===== src/rtl/irq_seq_pkg.sv =====
package irq_seq_pkg;

  typedef enum logic [2:0] {
    ST_IDLE    = 3'd0,
    ST_PUSH_PC = 3'd1,
    ST_PUSH_SR = 3'd2,
    ST_SELECT  = 3'd3,
    ST_CLR_SR  = 3'd4,
    ST_VEC_RD  = 3'd5,
    ST_LOAD_PC = 3'd6
  } seqState_e;

  // strobes from control to datapath, one per sequence step
  typedef struct packed {
    logic start;
    logic pushPc;
    logic pushSr;
    logic select;
    logic clrSr;
    logic vecRd;
    logic loadPc;
  } seqStrobe_t;

endpackage


===== src/rtl/irq_prio_enc.sv =====
module irq_prio_enc #(
  parameter int unsigned N_LVL = 32,
  localparam int unsigned LVL_W = $clog2(N_LVL)
) (
  input  logic [N_LVL-1:0] req,
  output logic             found,
  output logic [LVL_W-1:0] level
);

  // highest set index wins: later iterations override earlier ones
  always_comb begin
    found = 1'b0;
    level = '0;
    for (int i = 0; i < N_LVL; i++) begin
      if (req[i]) begin
        found = 1'b1;
        level = LVL_W'(i);
      end
    end
  end

endmodule


===== src/rtl/irq_seq_ctrl.sv =====
module irq_seq_ctrl
  import irq_seq_pkg::*;
(
  input  logic       clk,
  input  logic       rstN,
  input  logic       instrDone,
  input  logic       anyEligible,
  output seqStrobe_t strobe,
  output logic       busy
);

  seqState_e stateQ, stateD;

  always_comb begin
    stateD = stateQ;
    unique case (stateQ)
      ST_IDLE:    if (instrDone && anyEligible) stateD = ST_PUSH_PC;
      ST_PUSH_PC: stateD = ST_PUSH_SR;
      ST_PUSH_SR: stateD = ST_SELECT;
      ST_SELECT:  stateD = ST_CLR_SR;
      ST_CLR_SR:  stateD = ST_VEC_RD;
      ST_VEC_RD:  stateD = ST_LOAD_PC;
      ST_LOAD_PC: stateD = ST_IDLE;
      default:    stateD = ST_IDLE;
    endcase
  end

  always_ff @(posedge clk or negedge rstN) begin
    if (!rstN) stateQ <= ST_IDLE;
    else       stateQ <= stateD;
  end

  always_comb begin
    strobe        = '0;
    strobe.start  = (stateQ == ST_IDLE) && instrDone && anyEligible;
    strobe.pushPc = (stateQ == ST_PUSH_PC);
    strobe.pushSr = (stateQ == ST_PUSH_SR);
    strobe.select = (stateQ == ST_SELECT);
    strobe.clrSr  = (stateQ == ST_CLR_SR);
    strobe.vecRd  = (stateQ == ST_VEC_RD);
    strobe.loadPc = (stateQ == ST_LOAD_PC);
  end

  assign busy = (stateQ != ST_IDLE);

endmodule


===== src/rtl/irq_seq_dp.sv =====
module irq_seq_dp
  import irq_seq_pkg::*;
#(
  parameter int unsigned       N_LVL      = 32,
  parameter int unsigned       W          = 16,
  parameter int unsigned       NMI_LO     = 28,
  parameter int unsigned       GIE_BIT    = 3,
  parameter int unsigned       VEC_TOP    = 'hFFFE,
  parameter logic [N_LVL-1:0]  MULTI_MASK = 32'hC11C_0000,
  localparam int unsigned      LVL_W      = $clog2(N_LVL)
) (
  input  logic             clk,
  input  logic             rstN,
  input  seqStrobe_t       strobe,
  input  logic [N_LVL-1:0] reqSet,
  input  logic [N_LVL-1:0] swClr,
  input  logic [W-1:0]     srIn,
  input  logic [W-1:0]     pcIn,
  input  logic [W-1:0]     spIn,
  input  logic [W-1:0]     vecRdData,
  output logic             anyEligible,
  output logic             stkWrEn,
  output logic [W-1:0]     stkWrAddr,
  output logic [W-1:0]     stkWrData,
  output logic             srClr,
  output logic             vecRdEn,
  output logic [W-1:0]     vecRdAddr,
  output logic             pcLoad,
  output logic [W-1:0]     pcNew,
  output logic             spLoad,
  output logic [W-1:0]     spNew,
  output logic [LVL_W-1:0] ackLevel,
  output logic [N_LVL-1:0] pendFlags
);

  localparam logic [W-1:0]     VEC_BASE    = W'(VEC_TOP - 2 * (N_LVL - 1));
  localparam logic [W-1:0]     WORD_BYTES  = W'(2);
  localparam logic [N_LVL-1:0] SINGLE_MASK = ~MULTI_MASK;

  function automatic logic [N_LVL-1:0] buildNmiMask();
    logic [N_LVL-1:0] m;
    for (int i = 0; i < N_LVL; i++) m[i] = (i >= NMI_LO);
    return m;
  endfunction

  localparam logic [N_LVL-1:0] NMI_MASK = buildNmiMask();

  logic [N_LVL-1:0] flagsQ, snapQ, eligible, autoClr;
  logic [W-1:0]     pcCapQ, srCapQ, spCapQ, vecQ;
  logic [LVL_W-1:0] selLvlQ, encLvl;
  logic             encFound;

  // maskable levels need the global enable, the rest pass always
  assign eligible    = flagsQ & (srIn[GIE_BIT] ? {N_LVL{1'b1}} : NMI_MASK);
  assign anyEligible = |eligible;

  // selection works on the snapshot taken at the boundary
  irq_prio_enc #(.N_LVL(N_LVL)) enc_i (
    .req   (snapQ),
    .found (encFound),
    .level (encLvl)
  );

  always_comb begin
    autoClr = '0;
    if (strobe.select && encFound) autoClr[encLvl] = SINGLE_MASK[encLvl];
  end

  // a new request wins over a clear in the same cycle
  always_ff @(posedge clk or negedge rstN) begin
    if (!rstN) flagsQ <= '0;
    else       flagsQ <= (flagsQ & ~swClr & ~autoClr) | reqSet;
  end

  always_ff @(posedge clk or negedge rstN) begin
    if (!rstN) begin
      snapQ   <= '0;
      pcCapQ  <= '0;
      srCapQ  <= '0;
      spCapQ  <= '0;
      selLvlQ <= '0;
      vecQ    <= '0;
    end else begin
      if (strobe.start) begin
        snapQ  <= eligible;
        pcCapQ <= pcIn;
        srCapQ <= srIn;
        spCapQ <= spIn;
      end
      if (strobe.select) selLvlQ <= encLvl;
      if (strobe.vecRd)  vecQ    <= vecRdData;
    end
  end

  assign stkWrEn   = strobe.pushPc | strobe.pushSr;
  assign stkWrAddr = strobe.pushPc ? (spCapQ - WORD_BYTES) : (spCapQ - 2 * WORD_BYTES);
  assign stkWrData = strobe.pushPc ? pcCapQ : srCapQ;
  assign srClr     = strobe.clrSr;
  assign vecRdEn   = strobe.vecRd;
  assign vecRdAddr = VEC_BASE + W'({selLvlQ, 1'b0});
  assign pcLoad    = strobe.loadPc;
  assign pcNew     = vecQ;
  assign spLoad    = strobe.loadPc;
  assign spNew     = spCapQ - 2 * WORD_BYTES;
  assign ackLevel  = selLvlQ;
  assign pendFlags = flagsQ;

endmodule


===== src/rtl/irq_entry_seq.sv =====
module irq_entry_seq
  import irq_seq_pkg::*;
#(
  parameter int unsigned      N_LVL      = 32,
  parameter int unsigned      W          = 16,
  parameter int unsigned      NMI_LO     = 28,
  parameter int unsigned      GIE_BIT    = 3,
  parameter int unsigned      VEC_TOP    = 'hFFFE,
  parameter logic [N_LVL-1:0] MULTI_MASK = 32'hC11C_0000,
  localparam int unsigned     LVL_W      = $clog2(N_LVL)
) (
  input  logic             clk,
  input  logic             rstN,
  input  logic [N_LVL-1:0] reqSet,
  input  logic [N_LVL-1:0] swClr,
  input  logic             instrDone,
  input  logic [W-1:0]     srIn,
  input  logic [W-1:0]     pcIn,
  input  logic [W-1:0]     spIn,
  input  logic [W-1:0]     vecRdData,
  output logic             busy,
  output logic             stkWrEn,
  output logic [W-1:0]     stkWrAddr,
  output logic [W-1:0]     stkWrData,
  output logic             srClr,
  output logic             vecRdEn,
  output logic [W-1:0]     vecRdAddr,
  output logic             pcLoad,
  output logic [W-1:0]     pcNew,
  output logic             spLoad,
  output logic [W-1:0]     spNew,
  output logic [LVL_W-1:0] ackLevel,
  output logic [N_LVL-1:0] pendFlags
);

  seqStrobe_t strobe;
  logic       anyEligible;

  irq_seq_ctrl ctrl_i (
    .clk         (clk),
    .rstN        (rstN),
    .instrDone   (instrDone),
    .anyEligible (anyEligible),
    .strobe      (strobe),
    .busy        (busy)
  );

  irq_seq_dp #(
    .N_LVL      (N_LVL),
    .W          (W),
    .NMI_LO     (NMI_LO),
    .GIE_BIT    (GIE_BIT),
    .VEC_TOP    (VEC_TOP),
    .MULTI_MASK (MULTI_MASK)
  ) dp_i (
    .clk         (clk),
    .rstN        (rstN),
    .strobe      (strobe),
    .reqSet      (reqSet),
    .swClr       (swClr),
    .srIn        (srIn),
    .pcIn        (pcIn),
    .spIn        (spIn),
    .vecRdData   (vecRdData),
    .anyEligible (anyEligible),
    .stkWrEn     (stkWrEn),
    .stkWrAddr   (stkWrAddr),
    .stkWrData   (stkWrData),
    .srClr       (srClr),
    .vecRdEn     (vecRdEn),
    .vecRdAddr   (vecRdAddr),
    .pcLoad      (pcLoad),
    .pcNew       (pcNew),
    .spLoad      (spLoad),
    .spNew       (spNew),
    .ackLevel    (ackLevel),
    .pendFlags   (pendFlags)
  );

endmodule


===== config.mk =====
export PLATFORM = sky130hd
export DESIGN_NAME = irq_entry_seq
export DESIGN_NICKNAME = d
export VERILOG_FILES = /design/src/rtl/irq_seq_pkg.sv /design/src/rtl/irq_prio_enc.sv /design/src/rtl/irq_seq_ctrl.sv /design/src/rtl/irq_seq_dp.sv /design/src/rtl/irq_entry_seq.sv
export SDC_FILE = /design/constraint.sdc
export NUM_CORES = 1
export LEC_CHECK = 0
export BUFFER_PORTS_ARGS = -buffer_cell sky130_fd_sc_hd__buf_2
export CORE_MARGIN = 1
export CORE_UTILIZATION = 45
export DETAILED_ROUTE_END_ITERATION = 8
export MAX_ROUTING_LAYER = met4
export PLACE_DENSITY = 0.74
export SYNTH_ARGS = -nofsm -noshare
export SYNTH_HDL_FRONTEND = slang
export SYNTH_HIERARCHICAL = 1
export SYNTH_SLANG_ARGS = --single-unit

===== constraint.sdc =====
create_clock -name clk -period 3.3 [get_ports clk]
set_clock_uncertainty 0.2 [all_clocks]
set_input_delay 0.495 -clock clk [delete_from_list [all_inputs] [get_ports clk]]
set_output_delay 0.495 -clock clk [all_outputs]
set_load 0.1 [all_outputs]

## Word level (Yosys, flattened, before mapping)

Memories as Yosys holds them, arrays and structs flattened.
Index checks and enable logic that the tools add are counted.

| word-level totals | value |
|---|---|
| memories | 1 |
| register bits | 136 |
| memory bits (read-only) | 32 |
| output and inout bits | 123 |
| logic and storage cells | 109 |

| cells by class | value |
|---|---|
| reductions and logical operators | 8 |
| muxes and demuxes | 72 |
| equality and inequality tests | 7 |
| magnitude comparators | 2 |
| add/subtract/negate cells | 3 |
| bitwise logic cells | 8 |

Memories:

| memory | depth | bits a word | rd ports | clocked after Yosys merged registers in | wr ports | line | text |
|---|---|---|---|---|---|---|---|
| (name not given) | 32 | 1 | 1 | 0 | 0 | irq_seq_dp.sv:66 | `if (strobe.select && encFound) autoClr[encLvl] = SINGLE_MASK[encLvl];` |

Operator list:

| cell | count |
|---|---|
| 5-bit two-way mux | 30 |
| 32-bit bitwise AND | 4 |
| 32-bit NOT | 2 |
| 1-bit two-way mux | 35 |
| 16-bit two-way mux | 2 |
| 32-bit two-way mux | 1 |
| 32-bit OR | 1 |
| 32-bit OR reduction | 1 |
| 28-bit two-way mux | 1 |
| 3-bit case mux with 6 select lines | 1 |
| 16-bit by 2-bit subtractor with 16-bit output (second input constant) | 1 |
| 16-bit by 3-bit subtractor with 16-bit output (second input constant) | 1 |
| 3-bit == test (second input constant) | 3 |
| 7-bit by 7-bit adder with 8-bit output (first input constant) | 1 |
| 3-bit by 2-bit == test with 1-bit output (second input constant) | 2 |
| 5-bit by 6-bit less-than comparator with 1-bit output (second input constant) | 1 |
| 1-bit demux with 5-bit select | 1 |
| 5-bit by 1-bit greater-or-equal comparator with 1-bit output (second input constant) | 1 |
| 1-bit logical AND | 5 |
| 3-bit by 1-bit == test with 1-bit output (second input constant) | 1 |
| 3-bit logical NOT | 1 |
| 3-bit two-way mux | 1 |
| 3-bit nonzero test | 1 |
| 2-bit by 1-bit inequality test with 1-bit output (second input constant) | 1 |
| 1-bit OR | 1 |

## Longest topological paths before layout

Gate-level depths: netlist of the first run.

| depth | value |
|---|---|
| depth after elaboration | 40 |
| depth in mapped cells | 10 |

## Hierarchy

Netlist of the first run, hierarchy kept.

Modules (own cells, without submodules):

| module | times used | cells an instance | area an instance (sq um) |
|---|---|---|---|
| irq_seq_dp | 1 | 557 | 6,199.7 |
| irq_prio_enc | 1 | 62 | 357.8 |
| irq_seq_ctrl | 1 | 21 | 202.7 |

## Least setup slack after synthesis of the first run

OpenSTA, ideal clock, no wires.

| timing path | value |
|---|---|
| kind | register to output |
| from | register dp_i.spCapQ[2] |
| to | output stkWrAddr[10] |
| data required time | 2,605 ps |
| setup slack | -1,397 ps |
| arrival | 4,002 ps |
| cell stages (with the launch flop) | 8 |
| cells stage by stage | dfrtp_1 > inv_1 > ha_1 > or4b_1 > clkbuf_1 > nor4_1 > o31ai_1 > xnor2_1 |

| on the way | value |
|---|---|
| cells in the longest elaborated chain, start to end | 2 |

RTL lines:

| what | line | text |
|---|---|---|
| start: declaration | irq_seq_dp.sv:49 | `logic [W-1:0] pcCapQ, srCapQ, spCapQ, vecQ;` |
| start signal: assignment | irq_seq_dp.sv:88 | `spCapQ <= spIn;` |
| 16-bit by 3-bit subtractor with 16-bit output / 16-bit by 2-bit subtractor with 16-bit output (equally long branches) | irq_seq_dp.sv:96 | `assign stkWrAddr = strobe.pushPc ? (spCapQ - WORD_BYTES) : (spCapQ - 2 * WORD_BYTES);` |
| 16-bit two-way mux * | irq_seq_dp.sv:96 |  |
| end: declaration | irq_entry_seq.sv:23 | `output logic [W-1:0] stkWrAddr,` |

Every way passes the cells marked *; elsewhere a longest branch is shown, timed or not.

## Worst setup path after layout of the first run

| timing path | value |
|---|---|
| from | register dp_i.spCapQ[7] |
| to | output spNew[14] |

| on the way | value |
|---|---|
| cells in the longest elaborated chain, start to end | 1 |

RTL lines:

| what | line | text |
|---|---|---|
| 16-bit by 3-bit subtractor with 16-bit output | irq_seq_dp.sv:104 | `assign spNew = spCapQ - 2 * WORD_BYTES;` |
| end: declaration | irq_entry_seq.sv:31 | `output logic [W-1:0] spNew,` |

Every way passes these cells.

==> impl_metrics.ini, run 1 <==
[cts]
cts_buffers = 17
clockBufferDepth = 2
clk_pin_slew_ns = 0.06
clock-sinks = 136
worstSkewPairLatency_ns = 0.41
cts_htree_levels = 4
cts-root-buf = clkbuf_16
cts_tree = yes

[drt]
viasPerCell = 5.19
num_vias = 5545
wl_per_cell_um = 16.2
drt_wl_total_um = 17300
postRouteAntennaNets = 0
drt_first_pass_iters = 4
drt_first_iter_violations = 383
drcViolationCount = 0

[timing]
slew_violations = 0
setup_slack_ns = 0.0909
setup_violations = 0
final-hold-violation-count = 0
max_freq_mhz = 312
worstMarginPinSlew_ns = 0.931
relSlewSlack_pct = 37.4
fin_crit_sh_pct = 97.2
min_period_ns = 3.21
hold_slack_ns = 0.0629

[setup_path]
path_class = reg2out
cp.arrival_ns = 2.51
crit_required_ns = 2.60
rrSetupSlack_ns = 0.18
critPathMaxFanout = 6
critPathCaptureType = output port
cp-start-kind = flip-flop

[floorplan]
die_h_um = 125
dieArea_um2 = 15500
start_util_pct = 46.3
core_area_um2 = 14600
rows = 44
die_w_um = 125
io-pin-count = 254

[yosys]
ys.warnings.count = 6
syn_area_per_cell_um2 = 10.6
ys_top_cells_by_area = dfrtp_1 (50%), mux2_2 (14%), inv_1 (3.9%)
yosysUniqueCellTypes = 52
yosysTopAreaCellShare_pct = 50.3
synth_top_area_cell = dfrtp_1
syn_inst = 640
synth_area_um2 = 6760
synth_seq_area_share_pct = 50.3
ys_ff_latch = 136

[finish]
n_antenna_cell = 0
nNetsFinal = 1006
final_core_util_pct = 63.9
drive_gt1_share_pct = 50.8
fill_cells = 1209
final_cell_mix = buf_2 (223), dfrtp_1 (134), mux2_2 (86)
areaGrowthSynthToFinish_pct = 37.8
final_common_cell = buf_2

[grt]
antenna_found_initial = 0
track_usage_pct = 23.9
grt_max_degree = 61
grt_first_pass_wirelength_um = 28300
overflow = 0
grt_pass1_vias = 5600

[place]
place_ws_ns = 0.166
io_buffers = 242
place.detailed.hpwl_um = 12800
place_congestion = 0.877

[run_status]
outcome = finished clean

[flow_run]
cap_violations = 0

[hold_path]
min_path_type = in2reg
-- logic make-up after synthesis --
family                     count (synthesis)  synth area share, %
muxes                                     89                 14.8
and+or+nand+nor                          163                 12.9
adders and majority gates                  3                0.555
AOI/OAI and AO/OA                         91                 9.09
other                                      2                0.111
DFF                                      136                 50.3
xor gates and xnor gates                  24                 3.11
buffers and inverters                    132                 9.12
-- worst max-delay path: stages (launching register included) --
cell and delay (ns):
dfrtp_1 0.37, or4_4 0.59, or3_4 0.42, nor3_2 0.33, xor2_4 0.20, buf_12 0.19
-- cells in the mapped netlist (all sizes together) --
library cell	count
a211oi	2
a21boi	2
a21o	7
a21oi	6
a221o	2
a31o	27
and2	1
and3	2
and3b	1
buf	36
clkbuf	24
conb	2
dfrtp	136
ha	3
inv	72
mux2	86
mux2i	3
nand2	42
nand2b	2
nand3	33
nand4	3
nor2	29
nor3	16
nor3b	7
nor4	18
o211ai	1
o21ai	38
o21bai	1
o221ai	1
o311ai	1
o31ai	3
or2	1
or3	3
or4	4
or4b	1
xnor2	6
xor2	18
-- registers in the layout, summed over array words and instances, names as in the netlist --
name,cells
dp_i/pendFlags,32
dp_i/snapQ,32
dp_i/pcCapQ,16
dp_i/pcNew,16
dp_i/spCapQ,16
dp_i/srCapQ,16
dp_i/ackLevel,5
ctrl_i/stateQ,3
-- per-layer routing --
layer | wire length [um] | GRT usage (%) | up-vias
li1 | - | - | 2619
met1 | 7500 | 30.5 | 2682
met2 | 8460 | 38.2 | 224
met3 | 1090 | 5.11 | 20
met4 | 273 | 7.51 | 0
met5 | 0 | - | -
-- layout make-up --
type,count,area [um^2],area share [%]
clock buffer,21,470,5.05
tap,184,230,2.47
inverter,72,274,2.94
timing repair buffer,264,1660,17.8
sequential,136,3410,36.6
clock inverter,11,97.6,1.05
multi-input combinational,381,3180,34.2
-- per-stage QoR --
step	TNS (ns)	instances	area, um^2
after detailed placement	0	1034	8670
after floorplan	-1.15	649	7150
after CTS	0	1068	9290
after global routing	-0.00352	1069	9320
final	0	1069	9320
after global placement	0	1034	8670
-- path summary, 6_finish.rpt --
check,from,to,cells past startpoint
max,dp_i/spCapQ[7]$_DFFE_PN0P_,spNew[14],5
min,reqSet[19],dp_i/pendFlags[19]$_DFF_PN0_,2
max reg2reg,dp_i/snapQ[14]$_DFFE_PN0P_,dp_i/pendFlags[1]$_DFF_PN0_,10
min reg2reg,dp_i/pcNew[6]$_DFFE_PN0P_,dp_i/pcNew[6]$_DFFE_PN0P_,1
max in group asynchronous,rstN,dp_i/srCapQ[6]$_DFFE_PN0P_,3
min in group asynchronous,rstN,dp_i/pendFlags[5]$_DFF_PN0_,2
-- what timing repair did --
action	CTS	global route
hold buffers	1	0
gates resized for setup	7	5
endpoints found under the hold margin	58	0
endpoints found under the setup margin	10	6
pin swaps	1	2
buffers inserted	1	1
Power of run 1 is left out: the tool's default activity adds up to more than one toggle a clock period on the data nets, which glitch-free logic cannot reach.
==> inputs of run 2 (changes only) <==
--- a/config.mk
+++ b/config.mk
@@ -11,6 +11,7 @@
 export DETAILED_ROUTE_END_ITERATION = 8
 export MAX_ROUTING_LAYER = met4
 export PLACE_DENSITY = 0.74
+export REMOVE_ABC_BUFFERS = 1
 export SYNTH_ARGS = -nofsm -noshare
 export SYNTH_HDL_FRONTEND = slang
 export SYNTH_HIERARCHICAL = 1
==> run 2 against run 1 <==
  * Fmax is 0.46% lower
  * Cell area decreased by 5.0%
  * Clock-buffer cell count is 2 lower
  * Non-clock buffer count down 8
  * Final cell count is 0.75% lower
  * Worst hold slack got worse by 0.0052 ns
  * Utilization decreased by 3.2 points
  * Flip-flop and latch count is the same
  * Critical endpoint unchanged
  * Largest cell class unchanged
==> impl_metrics.ini, run 2 (synthesized netlist as in run 1, its figures left out) <==
[floorplan]
rows = 44
io-pin-count = 254
die_h_um = 125
die_w_um = 125
core_area_um2 = 14600
dieArea_um2 = 15500
start_util_pct = 46.3

[cts]
cts_htree_levels = 4
clk_pin_slew_ns = 0.06
clock-sinks = 136
cts-root-buf = clkbuf_16
cts_tree = yes
cts_buffers = 17
worstSkewPairLatency_ns = 0.41
clockBufferDepth = 2

[finish]
drive_gt1_share_pct = 48.2
final_common_cell = buf_2
n_antenna_cell = 0
fill_cells = 1241
nNetsFinal = 998
multiInputGateArea_um2 = 2850
fin_cells = 1061
final_cell_mix = buf_2 (227), dfrtp_1 (131), mux2_2 (86)
areaGrowthSynthToFinish_pct = 31.0
regArea_um2 = 3410

[drt]
wl_per_cell_um = 16.1
drt_first_iter_violations = 342
drt_wl_total_um = 17100
viasPerCell = 5.20
drt_first_pass_iters = 5
drcViolationCount = 0
postRouteAntennaNets = 0
num_vias = 5512

[setup_path]
critPathMaxFanout = 6
cp-start-kind = flip-flop
critPathCaptureType = output port
cp.arrival_ns = 2.53
path_class = reg2out
crit_required_ns = 2.60

[timing]
final-hold-violation-count = 0
relSlewSlack_pct = 30.5
rsz0062_at_grt = true
tns_ns = 0
worstMarginPinSlew_ns = 1.03
fin_crit_sh_pct = 97.7
setup_violations = 0
max_freq_mhz = 310
hold_slack_ns = 0.0577
slew_violations = 0
min_period_ns = 3.22

[grt]
grt_max_degree = 112
track_usage_pct = 23.1
overflow = 0
antenna_found_initial = 0
grt_pass1_vias = 5415
grt_first_pass_wirelength_um = 27600

[place]
post-place-cells = 1026
place.detailed.hpwl_um = 12400
place_congestion = 0.860
io_buffers = 242

[hold_path]
min_path_type = in2reg

[flow_run]
cap_violations = 0

[run_status]
outcome = finished clean
## run 2: changes by cell type in the layout (fill, tap and decap cells not counted), sizes merged
cell / change
buf: -13
bufinv: -1
clkinv: +3
clkbuf: +3
clkinvlp: -3
inv: +3
## run 2: critical path: stages, from the launching register on
cell	delay [ns]
dfrtp_2	0.45
or4_4	0.54
or3_4	0.41
nor3_2	0.21
xor2_1	0.25
clkbuf_16	0.25
## run 2: worst paths after layout
kind,start,to,slack (ns),cells after the start
worst min-delay path,reqSet[18],dp_i/pendFlags[18]$_DFF_PN0_,0.06,2
worst max-delay path,dp_i/spCapQ[9]$_DFFE_PN0P_,spNew[14],0.08,5
worst min register to register,dp_i/pcCapQ[3]$_DFFE_PN0P_,dp_i/pcCapQ[3]$_DFFE_PN0P_,0.30,1
worst max register to register,dp_i/snapQ[12]$_DFFE_PN0P_,dp_i/pendFlags[9]$_DFF_PN0_,0.29,10
max in group asynchronous,rstN,dp_i/pcCapQ[0]$_DFFE_PN0P_,1.73,3
min in group asynchronous,rstN,dp_i/pendFlags[8]$_DFF_PN0_,0.42,2
## run 2: final cells by class
type | count | area share, %
timing repair buffer | 256 | 17.5
inverter | 72 | 3.05
multi-input combinational | 381 | 32.2
sequential | 136 | 38.5
clock buffer | 19 | 5.00
clock inverter | 13 | 1.09
tap | 184 | 2.60
## run 2: metal layers
layer	vias to the layer above	track usage [%]	part of all wire, %
met5	-	-	0
met4	0	8.08	1.7
met3	24	4.17	4.8
met2	176	37.5	51
met1	2717	29.1	43
li1	2595	-	-
## run 2: repair_timing
action | 4_1_cts | 5_1_grt
endpoints found under the hold margin | 60 | 0
hold buffers | 1 | 0
resized for setup | 12 | 13
buffers inserted | 1 | 1
pin swaps | 3 | 3
endpoints found under the setup margin | 12 | 12
## run 2: metrics by stage
stage	util, %	area [um^2]	setup slack (ns)
floorplan	-	6450	-2.21
global placement	56.2	8190	0.289
detailed placement	56.2	8190	0.189
CTS	60.3	8790	0.0117
global route	60.7	8850	-0.0379
finish	60.7	8850	0.0762
Power of run 2 is left out for the same reason.
